==> config.mk <==
export PLATFORM = sky130hd
export DESIGN_NAME = rx_vlan_bcast_class
export DESIGN_NICKNAME = d
export VERILOG_FILES = /design/src/rtl/rxc_pkg.sv /design/src/rtl/rxc_hdr_pos.sv /design/src/rtl/rxc_bcast_det.sv /design/src/rtl/rxc_tag_parse.sv /design/src/rtl/rx_vlan_bcast_class.sv
export SDC_FILE = /design/constraint.sdc
export NUM_CORES = 1
export LEC_CHECK = 0
export ABC_AREA = 1
export BUFFER_PORTS_ARGS = -buffer_cell sky130_fd_sc_hd__buf_2
export CAP_MARGIN = 0
export CORE_MARGIN = 1.5
export CORE_UTILIZATION = 53
export CTS_CLUSTER_DIAMETER = 100
export DETAILED_ROUTE_END_ITERATION = 10
export GPL_ROUTABILITY_DRIVEN = 0
export GPL_TIMING_DRIVEN = 0
export PLACE_DENSITY = 0.78
export SKIP_LAST_GASP = 1
export SYNTH_ARGS = -nofsm -noshare
export SYNTH_HDL_FRONTEND = slang
export SYNTH_SLANG_ARGS = --single-unit
==> constraint.sdc <==
create_clock -name clk_i -period 1.8 [get_ports clk_i]
set_input_delay 0.18 -clock clk_i [delete_from_list [all_inputs] [get_ports clk_i]]
set_output_delay 0.18 -clock clk_i [all_outputs]
set_load 0.03 [all_outputs]
==> src/rtl/rxc_pkg.sv <==
package rxc_pkg;
  localparam int unsigned BYTE_W   = 8;
  localparam int unsigned STAT_W   = 32;
  // status word bit positions consumed by the status assembler
  localparam int unsigned BC_BIT   = 31;
  localparam int unsigned VLAN_BIT = 21;
  localparam int unsigned PRIO_BIT = 20;
  localparam int unsigned PCP_LSB  = 17;
  localparam int unsigned CFI_BIT  = 16;

  typedef struct packed {
    logic       bcast;
    logic       vlan;
    logic       prio_only;
    logic [2:0] pcp;
    logic       cfi;
  } class_t;
endpackage

==> src/rtl/rxc_hdr_pos.sv <==
module rxc_hdr_pos #(
  parameter int unsigned HDR_LEN = 16,
  localparam int unsigned IDX_W  = $clog2(HDR_LEN + 1)
) (
  input  logic             clk_i,
  input  logic             rst_ni,
  input  logic             byte_valid_i,
  input  logic             sof_i,
  input  logic             eof_i,
  output logic             accept_o,
  output logic [IDX_W-1:0] idx_o,
  output logic             last_hdr_o,
  output logic             end_o
);
  logic             active_q;
  logic [IDX_W-1:0] idx_q;

  assign accept_o   = byte_valid_i && (sof_i || active_q);
  assign idx_o      = sof_i ? '0 : idx_q;
  assign last_hdr_o = accept_o && (idx_o == IDX_W'(HDR_LEN - 1));
  assign end_o      = accept_o && (eof_i || last_hdr_o);

  always_ff @(posedge clk_i or negedge rst_ni) begin
    if (!rst_ni) begin
      active_q <= 1'b0;
      idx_q    <= '0;
    end else if (end_o) begin
      active_q <= 1'b0;
      idx_q    <= '0;
    end else if (accept_o) begin
      active_q <= 1'b1;
      idx_q    <= idx_o + 1'b1;
    end
  end
endmodule

==> src/rtl/rxc_bcast_det.sv <==
module rxc_bcast_det #(
  parameter int unsigned DA_LEN = 6,
  parameter int unsigned IDX_W  = 5
) (
  input  logic                      clk_i,
  input  logic                      rst_ni,
  input  logic                      accept_i,
  input  logic [IDX_W-1:0]          idx_i,
  input  logic [rxc_pkg::BYTE_W-1:0] byte_i,
  output logic                      bcast_o
);
  logic run_q;
  logic ones;

  assign ones = &byte_i;

  always_ff @(posedge clk_i or negedge rst_ni) begin
    if (!rst_ni) run_q <= 1'b0;
    else if (accept_i) begin
      if (idx_i == '0)                      run_q <= ones;
      else if (idx_i < IDX_W'(DA_LEN))      run_q <= run_q & ones;
    end
  end

  // result for an end event at the current byte
  always_comb begin
    if (idx_i >= IDX_W'(DA_LEN))            bcast_o = run_q;
    else if (idx_i == IDX_W'(DA_LEN - 1))   bcast_o = run_q & ones;
    else                                    bcast_o = 1'b0;
  end
endmodule

==> src/rtl/rxc_tag_parse.sv <==
module rxc_tag_parse #(
  parameter int unsigned   TYPE_POS = 12,
  parameter int unsigned   IDX_W    = 5,
  parameter logic [15:0]   TPID     = 16'h8100
) (
  input  logic                       clk_i,
  input  logic                       rst_ni,
  input  logic                       accept_i,
  input  logic                       last_hdr_i,
  input  logic [IDX_W-1:0]           idx_i,
  input  logic [rxc_pkg::BYTE_W-1:0] byte_i,
  output logic                       vlan_o,
  output logic                       prio_only_o,
  output logic [2:0]                 pcp_o,
  output logic                       cfi_o
);
  logic [15:0] type_q;
  logic [7:0]  tci_hi_q;
  logic [15:0] tci;

  always_ff @(posedge clk_i or negedge rst_ni) begin
    if (!rst_ni) begin
      type_q   <= '0;
      tci_hi_q <= '0;
    end else if (accept_i) begin
      if (idx_i == IDX_W'(TYPE_POS))     type_q[15:8] <= byte_i;
      if (idx_i == IDX_W'(TYPE_POS + 1)) type_q[7:0]  <= byte_i;
      if (idx_i == IDX_W'(TYPE_POS + 2)) tci_hi_q     <= byte_i;
    end
  end

  assign tci         = {tci_hi_q, byte_i};
  assign vlan_o      = last_hdr_i && (type_q == TPID);
  assign prio_only_o = vlan_o && (tci[11:0] == 12'h000);
  assign pcp_o       = vlan_o ? tci[15:13] : 3'b000;
  assign cfi_o       = vlan_o & tci[12];
endmodule

==> src/rtl/rx_vlan_bcast_class.sv <==
module rx_vlan_bcast_class #(
  parameter int unsigned DA_LEN   = 6,
  parameter int unsigned TYPE_POS = 12,
  parameter logic [15:0] TPID     = 16'h8100
) (
  input  logic        clk_i,
  input  logic        rst_ni,
  input  logic        byte_valid_i,
  input  logic [7:0]  byte_i,
  input  logic        sof_i,
  input  logic        eof_i,
  output logic        done_o,
  output logic [31:0] status_o
);
  import rxc_pkg::*;

  localparam int unsigned HDR_LEN = TYPE_POS + 4;
  localparam int unsigned IDX_W   = $clog2(HDR_LEN + 1);

  logic             accept, last_hdr, end_evt;
  logic [IDX_W-1:0] idx;
  class_t           cls_d, cls_q;
  logic             done_q;

  rxc_hdr_pos #(.HDR_LEN(HDR_LEN)) u_pos (
    .clk_i, .rst_ni, .byte_valid_i, .sof_i, .eof_i,
    .accept_o(accept), .idx_o(idx), .last_hdr_o(last_hdr), .end_o(end_evt)
  );

  rxc_bcast_det #(.DA_LEN(DA_LEN), .IDX_W(IDX_W)) u_bc (
    .clk_i, .rst_ni, .accept_i(accept), .idx_i(idx), .byte_i,
    .bcast_o(cls_d.bcast)
  );

  rxc_tag_parse #(.TYPE_POS(TYPE_POS), .IDX_W(IDX_W), .TPID(TPID)) u_tag (
    .clk_i, .rst_ni, .accept_i(accept), .last_hdr_i(last_hdr), .idx_i(idx),
    .byte_i, .vlan_o(cls_d.vlan), .prio_only_o(cls_d.prio_only),
    .pcp_o(cls_d.pcp), .cfi_o(cls_d.cfi)
  );

  always_ff @(posedge clk_i or negedge rst_ni) begin
    if (!rst_ni) begin
      cls_q  <= '0;
      done_q <= 1'b0;
    end else begin
      done_q <= end_evt;
      if (end_evt)               cls_q <= cls_d;
      else if (accept && sof_i)  cls_q <= '0;
    end
  end

  always_comb begin
    status_o                      = '0;
    status_o[BC_BIT]              = cls_q.bcast;
    status_o[VLAN_BIT]            = cls_q.vlan;
    status_o[PRIO_BIT]            = cls_q.prio_only;
    status_o[PCP_LSB +: 3]        = cls_q.pcp;
    status_o[CFI_BIT]             = cls_q.cfi;
  end

  assign done_o = done_q;
endmodule

**Yosys cells after proc, flatten, opt, wreduce, memory -nomap -nowiden**

Index checks and enable logic that the tools add are counted.

- Flip-flop bits (word level): 39
- Bits of input ports: 13

- $lt $le $gt $ge: 2
- Add/sub/neg operators: 1
- Bitwise gates (word level): 2
- Equal/unequal tests: 6
- Mux-type cells: 12
- Reductions and logical operators: 18

Operator list:

| cell | count |
|---|---|
| 5-bit by 4-bit == test with 1-bit output, second input constant | 4 |
| 16-bit == test, second input constant | 1 |
| 5-bit 2-to-1 mux | 3 |
| 7-bit 2-to-1 mux | 2 |
| 12-bit logical NOT | 1 |
| 2-bit AND reduction | 4 |
| 8-bit AND reduction | 1 |
| 1-bit logical AND | 6 |
| 1-bit 2-to-1 mux | 6 |
| 2-bit nonzero test | 3 |
| 5-bit by 1-bit adder with 5-bit output, second input constant | 1 |
| 5-bit by 3-bit == test with 1-bit output, second input constant | 1 |
| 5-bit by 3-bit >= comparator with 1-bit output, second input constant | 1 |
| 5-bit logical NOT | 1 |
| 5-bit by 3-bit less-than comparator with 1-bit output, second input constant | 1 |
| 3-bit 2-to-1 mux | 1 |
| 1-bit AND | 2 |
| 1-bit logical OR | 2 |

**Logic depth before layout (Yosys ltp)**

- Depth after elaboration: 6
- Gate-level depth with buffers: 12
- Depth with buffers taken out: 12

**By module**

From an unflattened synthesis, not the netlist that was laid out.

- Cell total of the unflattened synthesis: 259
- Area total of the unflattened synthesis: 2225.9 um2

By module, submodules not included:

| module | instances | area each (um2) | cells each |
|---|---|---|---|
| rxc_tag_parse | 1 | 1204.9 | 126 |
| rx_vlan_bcast_class | 1 | 505.5 | 58 |
| rxc_hdr_pos | 1 | 386.6 | 52 |
| rxc_bcast_det | 1 | 128.9 | 23 |

**Worst setup path before layout**

Ideal clock, no wire load.

- Kind: flip-flop to flip-flop
- Start point: register u_pos.idx_q[1]
- End point: register u_pos.idx_q[1]
- Arrival time: 1432 ps
- Buffers on the path: 0
- Slack: 239 ps
- Clock period less this slack: 1561 ps
- Cell stages (with the launch flop): 11
- Cell sequence: dfrtp_1 -> inv_1 -> nor2_1 -> nand4_1 -> inv_1 -> ha_1 -> nor2_1 -> nor2_1 -> nor2_1 -> o21ai_0 -> o21ai_0

- Word-level cells in the longest chain between the ends: 6
- Elaborated cells on any way between the ends: 9
- Classes of those cells: add/sub: 1; eq/ne: 1; mux: 3; reduce/logical: 4

Ends and longest elaborated chain:

| what | line | source |
|---|---|---|
| from (decl) | rxc_hdr_pos.sv:16 | `logic [IDX_W-1:0] idx_q;` |
| from (signal assigned) | rxc_hdr_pos.sv:32 | `idx_q <= idx_o + 1'b1;` |
| 5-bit 2-to-1 mux (*) | rxc_hdr_pos.sv:19 | `assign idx_o = sof_i ? '0 : idx_q;` |
| 5-bit by 4-bit == test with 1-bit output (*) | rxc_hdr_pos.sv:20 | `assign last_hdr_o = accept_o && (idx_o == IDX_W'(HDR_LEN - 1));` |
| 1-bit logical AND (*) | rxc_hdr_pos.sv:20 |  |
| 1-bit logical OR (*) | rxc_hdr_pos.sv:21 | `assign end_o = accept_o && (eof_i \|\| last_hdr_o);` |
| 1-bit logical AND (*) | rxc_hdr_pos.sv:21 |  |
| net end_evt | rx_vlan_bcast_class.sv:20 | `logic accept, last_hdr, end_evt;` |
| 5-bit 2-to-1 mux / 2-bit nonzero test (equally long branches) | n/a |  |

Mark *: on every way through the listed nets, which the timed path passes. The rest lies on a longest branch. The select of a mux whose other input is x is not followed.
A chain may end at the register's enable or synchronous reset.

**Worst setup path in the final report**

Same ends and word-level chain as after synthesis.

==> impl_metrics.csv <==
group,metric,value,unit
outcome,run_status,"complete, but fails checks",
outcome,violations,"hold timing",
synth,postSynthCellCount,235,
sta,setup_viol,0,
synth,synth.yosys.warnings,0,
sta,final.setup.tns,0,ps
cts,numCtsBuffers,5,
power,total_power,2.15,mW
power,power.static_leakage,1.31,nW
final_layout,antenna_cells_inserted,0,
cts,cts.reportedPaths.clkPinSlew,80,ps
setup_path,crit_path_frequent_cell,"nor2_4",
synth,cell_type_with_the_highest_aggregate_area_in_the_netlist,"dfrtp_1",
sta,timing.slew.headroom,0.429,
synth,syn_area_per_cell,8.68,sq um
cts,worst_skew_pair.late_latency,300,ps
setup_path,setup.worst_path.end_class,"flip-flop",
global_routing,number_of_antenna_violations_at_the_first_check_in_global_routing,0,
routing,route.antenna.remaining_nets,0,
global_routing,first_global_vias,1454,
final_layout,layout.nets,301,
placement,placed_cell_area,0.00229,sq mm
power,cellPowerDensity,868,mW/mm^2
final_layout,synthToLayoutAreaGrowth,21.3,%
die,row_count,22,
sta,grt_setup_unrepaired,"false",
routing,drt_iter0_drc,102,
routing,dr.pass1.iters,4,
cts,clockRootBuffer,"clkbuf_8",
setup_path,worst-path-buf-inv,2,
sta,final_critical_path_required_period,1640,ps
synth,ys_seq_elements,39,
synth,share_of_yosys_cell_area_claimed_by_the_top_area_cell_type,0.478,
die,design.die.area,0.00423,sq mm
routing,routed_wirelength,3.90,mm
cts,cts.sinks,39,
power,vdd_drop_max,0.608,mV
routing,num_vias,1593,
sta,layout_worst_path_cycle_share,0.911,
final_layout,layout.core_utilization,0.671,
setup_path,critPathKind,"reg -> reg",
routing,dr.max_layer_used,"met4",
synth,yosys.cell_count.top_type,"nand2_1",
routing,drt-met1-wl,1.69,mm
placement,post-dp-hpwl,2.72,mm
setup_path,cpLargestDelayFamily,"simple AND/OR/NAND/NOR gates",
die,initial_utilization,0.553,
synth,yosys.cell_types.count,25,
global_routing,maximum_number_of_pins_on_one_net_before_global_route_repair,40,
synth,synthTopCellsByArea,"dfrtp_1, nand2_1, buf_4, nor2_1, inv_1",
die,num_io_pins,46,
setup_path,cp_data_arrival_time,1810,ps
setup_path,timing.critical_path.fanout_max,4,
setup_path,crit_path_cell_trace,"inv_1 -> nor2_4 -> nand4_1 -> inv_1 -> ha_2 -> nor2_4 -> nor2_4 -> nor2_4 -> o21ai_0 -> o21ai_1",
synth,synth_area,0.00204,sq mm
synth,synth.yosys.seq_area_share,0.478,
routing,met3RoutedLength,252,microns
routing,drc,0,
synth,synth_common_cells,"nand2_1, dfrtp_1, nor2_1, buf_4, inv_1",
sta,final-max-slew-violation-count,0,
global_routing,grt_use_total,0.210,
setup_path,slowest_stage,"dfrtp_1",
routing,met2_wirelength,1.89,mm
synth,synth_enable_flop_cells,0,
routing,route.detailed.vias_per_inst,4.74,
routing,post_drt_wl_per_cell,11.6,microns
global_routing,grt.overflow.total,0,
final_layout,drive_gt1_frac,0.288,
sta,tightest_slew,856,ps
run,maxCapViolCount,0,
synth,ys_async_sr_fraction,1.00,
die,fp.dieH,65.1,microns
setup_path,worst_path_largest_cell_delay,380,ps
sta,final-hold-violation-count,19,
synth,synth_ff_type,"dfrtp_1",
sta,skew,7.68,ps
cts,ctsHtreeMaxLevel,2,
die,placeableCoreArea,0.00369,sq mm
cts,hold_buffers,0,
die,fp.dieW,65.1,microns
setup_path,critPathRequiredTime,1970,ps
final_layout,stdcell_area,0.00248,sq mm
setup_path,timing.critical_path.from_type,"flip-flop",
global_routing,grt_pass1_wl,6.55,mm
min_path,min_path_type,"in -> async",
sta,max_clock_freq,610,MHz
placement,place.port_buffers,20,
cts,cts-root-to-sink-buffers,2,
sta,finalHoldWorstSlack,-10.4,ps
cts,tritoncts,"built",
-- worst register-to-register path: cells and delay by family (launching register included) --
family,cells,cell delay (ps)
AO/OA/AOI/OAI,2,230
adder cells (fa/ha/maj),1,210
buffers and inverters,2,190
flip-flops,1,380
AND/OR/NAND/NOR,5,500
-- cell families (layout without fill, tap and decap cells) --
kind of cell             Yosys count  after routing  synth area share
buffers and inverters             52             81             0.159
AND/OR/NAND/NOR                  107            107             0.240
AO/OA/AOI/OAI                     35             35             0.114
flip-flops                        39             39             0.478
other                              1             25           0.00184
adder cells (fa/ha/maj)            1              1           0.00613
-- power breakdown --
part	internal (mW)	switching, mW	leakage [nW]	total, mW
clock network	0.554	0.303	0.0654	0.856
registers	0.918	0.0274	0.537	0.945
logic	0.117	0.232	0.711	0.349
total	1.59	0.562	1.31	2.15
-- cell type report --
cell class / instances / area (sq um)
Timing Repair Buffer: 21 / 108
Buffer: 29 / 236
Clock inverter: 2 / 60.1
Tap cell: 48 / 60.1
Clock buffer: 6 / 72.6
Multi-Input combinational cell: 168 / 875
Sequential cell: 39 / 976
Inverter: 23 / 88.8
Fill cell: 329 / 1210
-- final timing paths --
path / from / end / slack, ps / depth (start not counted)
max in group asynchronous: rst_ni / u_tag.tci_hi_q[1]$_DFFE_PN0P_ / 1270 / 1
worst min register to register: status_o[31]$_DFFE_PN0P_ / status_o[31]$_DFFE_PN0P_ / 480 / 2
worst min-delay path: rst_ni / u_tag.type_q[9]$_DFFE_PN0P_ / -10 / 1
min in group clk_i: eof_i / u_pos.active_q$_DFFE_PN0P_ / 210 / 4
worst max register to register: u_pos.idx_q[1]$_DFFE_PN0P_ / u_pos.idx_q[1]$_DFFE_PN0P_ / 160 / 10
worst max-delay path: u_pos.idx_q[1]$_DFFE_PN0P_ / u_pos.idx_q[1]$_DFFE_PN0P_ / 160 / 10
-- through the flow --
step                instances  worst slack, ps
floorplan                 259              239
global placement          327            -78.7
detailed placement        327             -111
CTS                       335             7.02
global route              336             14.2
finish                    336              160
-- registers in the layout, indices dropped and copies added (netlist names) --
name            count
u_tag.type_q       16
u_tag.tci_hi_q      8
status_o            7
u_pos.idx_q         5
done_o              1
u_bc.run_q          1
u_pos.active_q      1
-- layer usage --
layer  GRT usage  vias up
met5           0        -
met4      0.0807        0
met3      0.0521        7
met2       0.345       54
met1       0.267      735
li1            -      797
-- cell usage in the layout, fill, tap and decap left out --
cell type   n
nand3_1     8
nand2_1    60
nor3_4      1
nor3_1      2
clkbuf_8    5
and2_1      1
a21oi_4     1
o21ai_4     1
inv_2       1
inv_1      21
bufinv_16   2
buf_4      26
dfrtp_1    39
ha_2        1
o22ai_1     1
buf_2      20
nand2_4     1
inv_4       1
o21ai_1    16
nand3_4     2
nand2_2     1
o21ai_0     7
nor2_2      1
nor2_4      5
buf_8       1
nand3b_4    1
conb_1     25
clkbuf_1    1
buf_6       3
o21ai_2     9
nor2_1     20
nand4_1     4
-- what timing repair did --
item | CTS | global route
resized for setup | 2 | 12
setup buffers | 0 | 1
endpoints found under the setup margin | 3 | 11
pin swaps | 0 | 1
hold endpoints to repair | 0 | 0
Note: power is estimated with default switching activity, not from simulation.
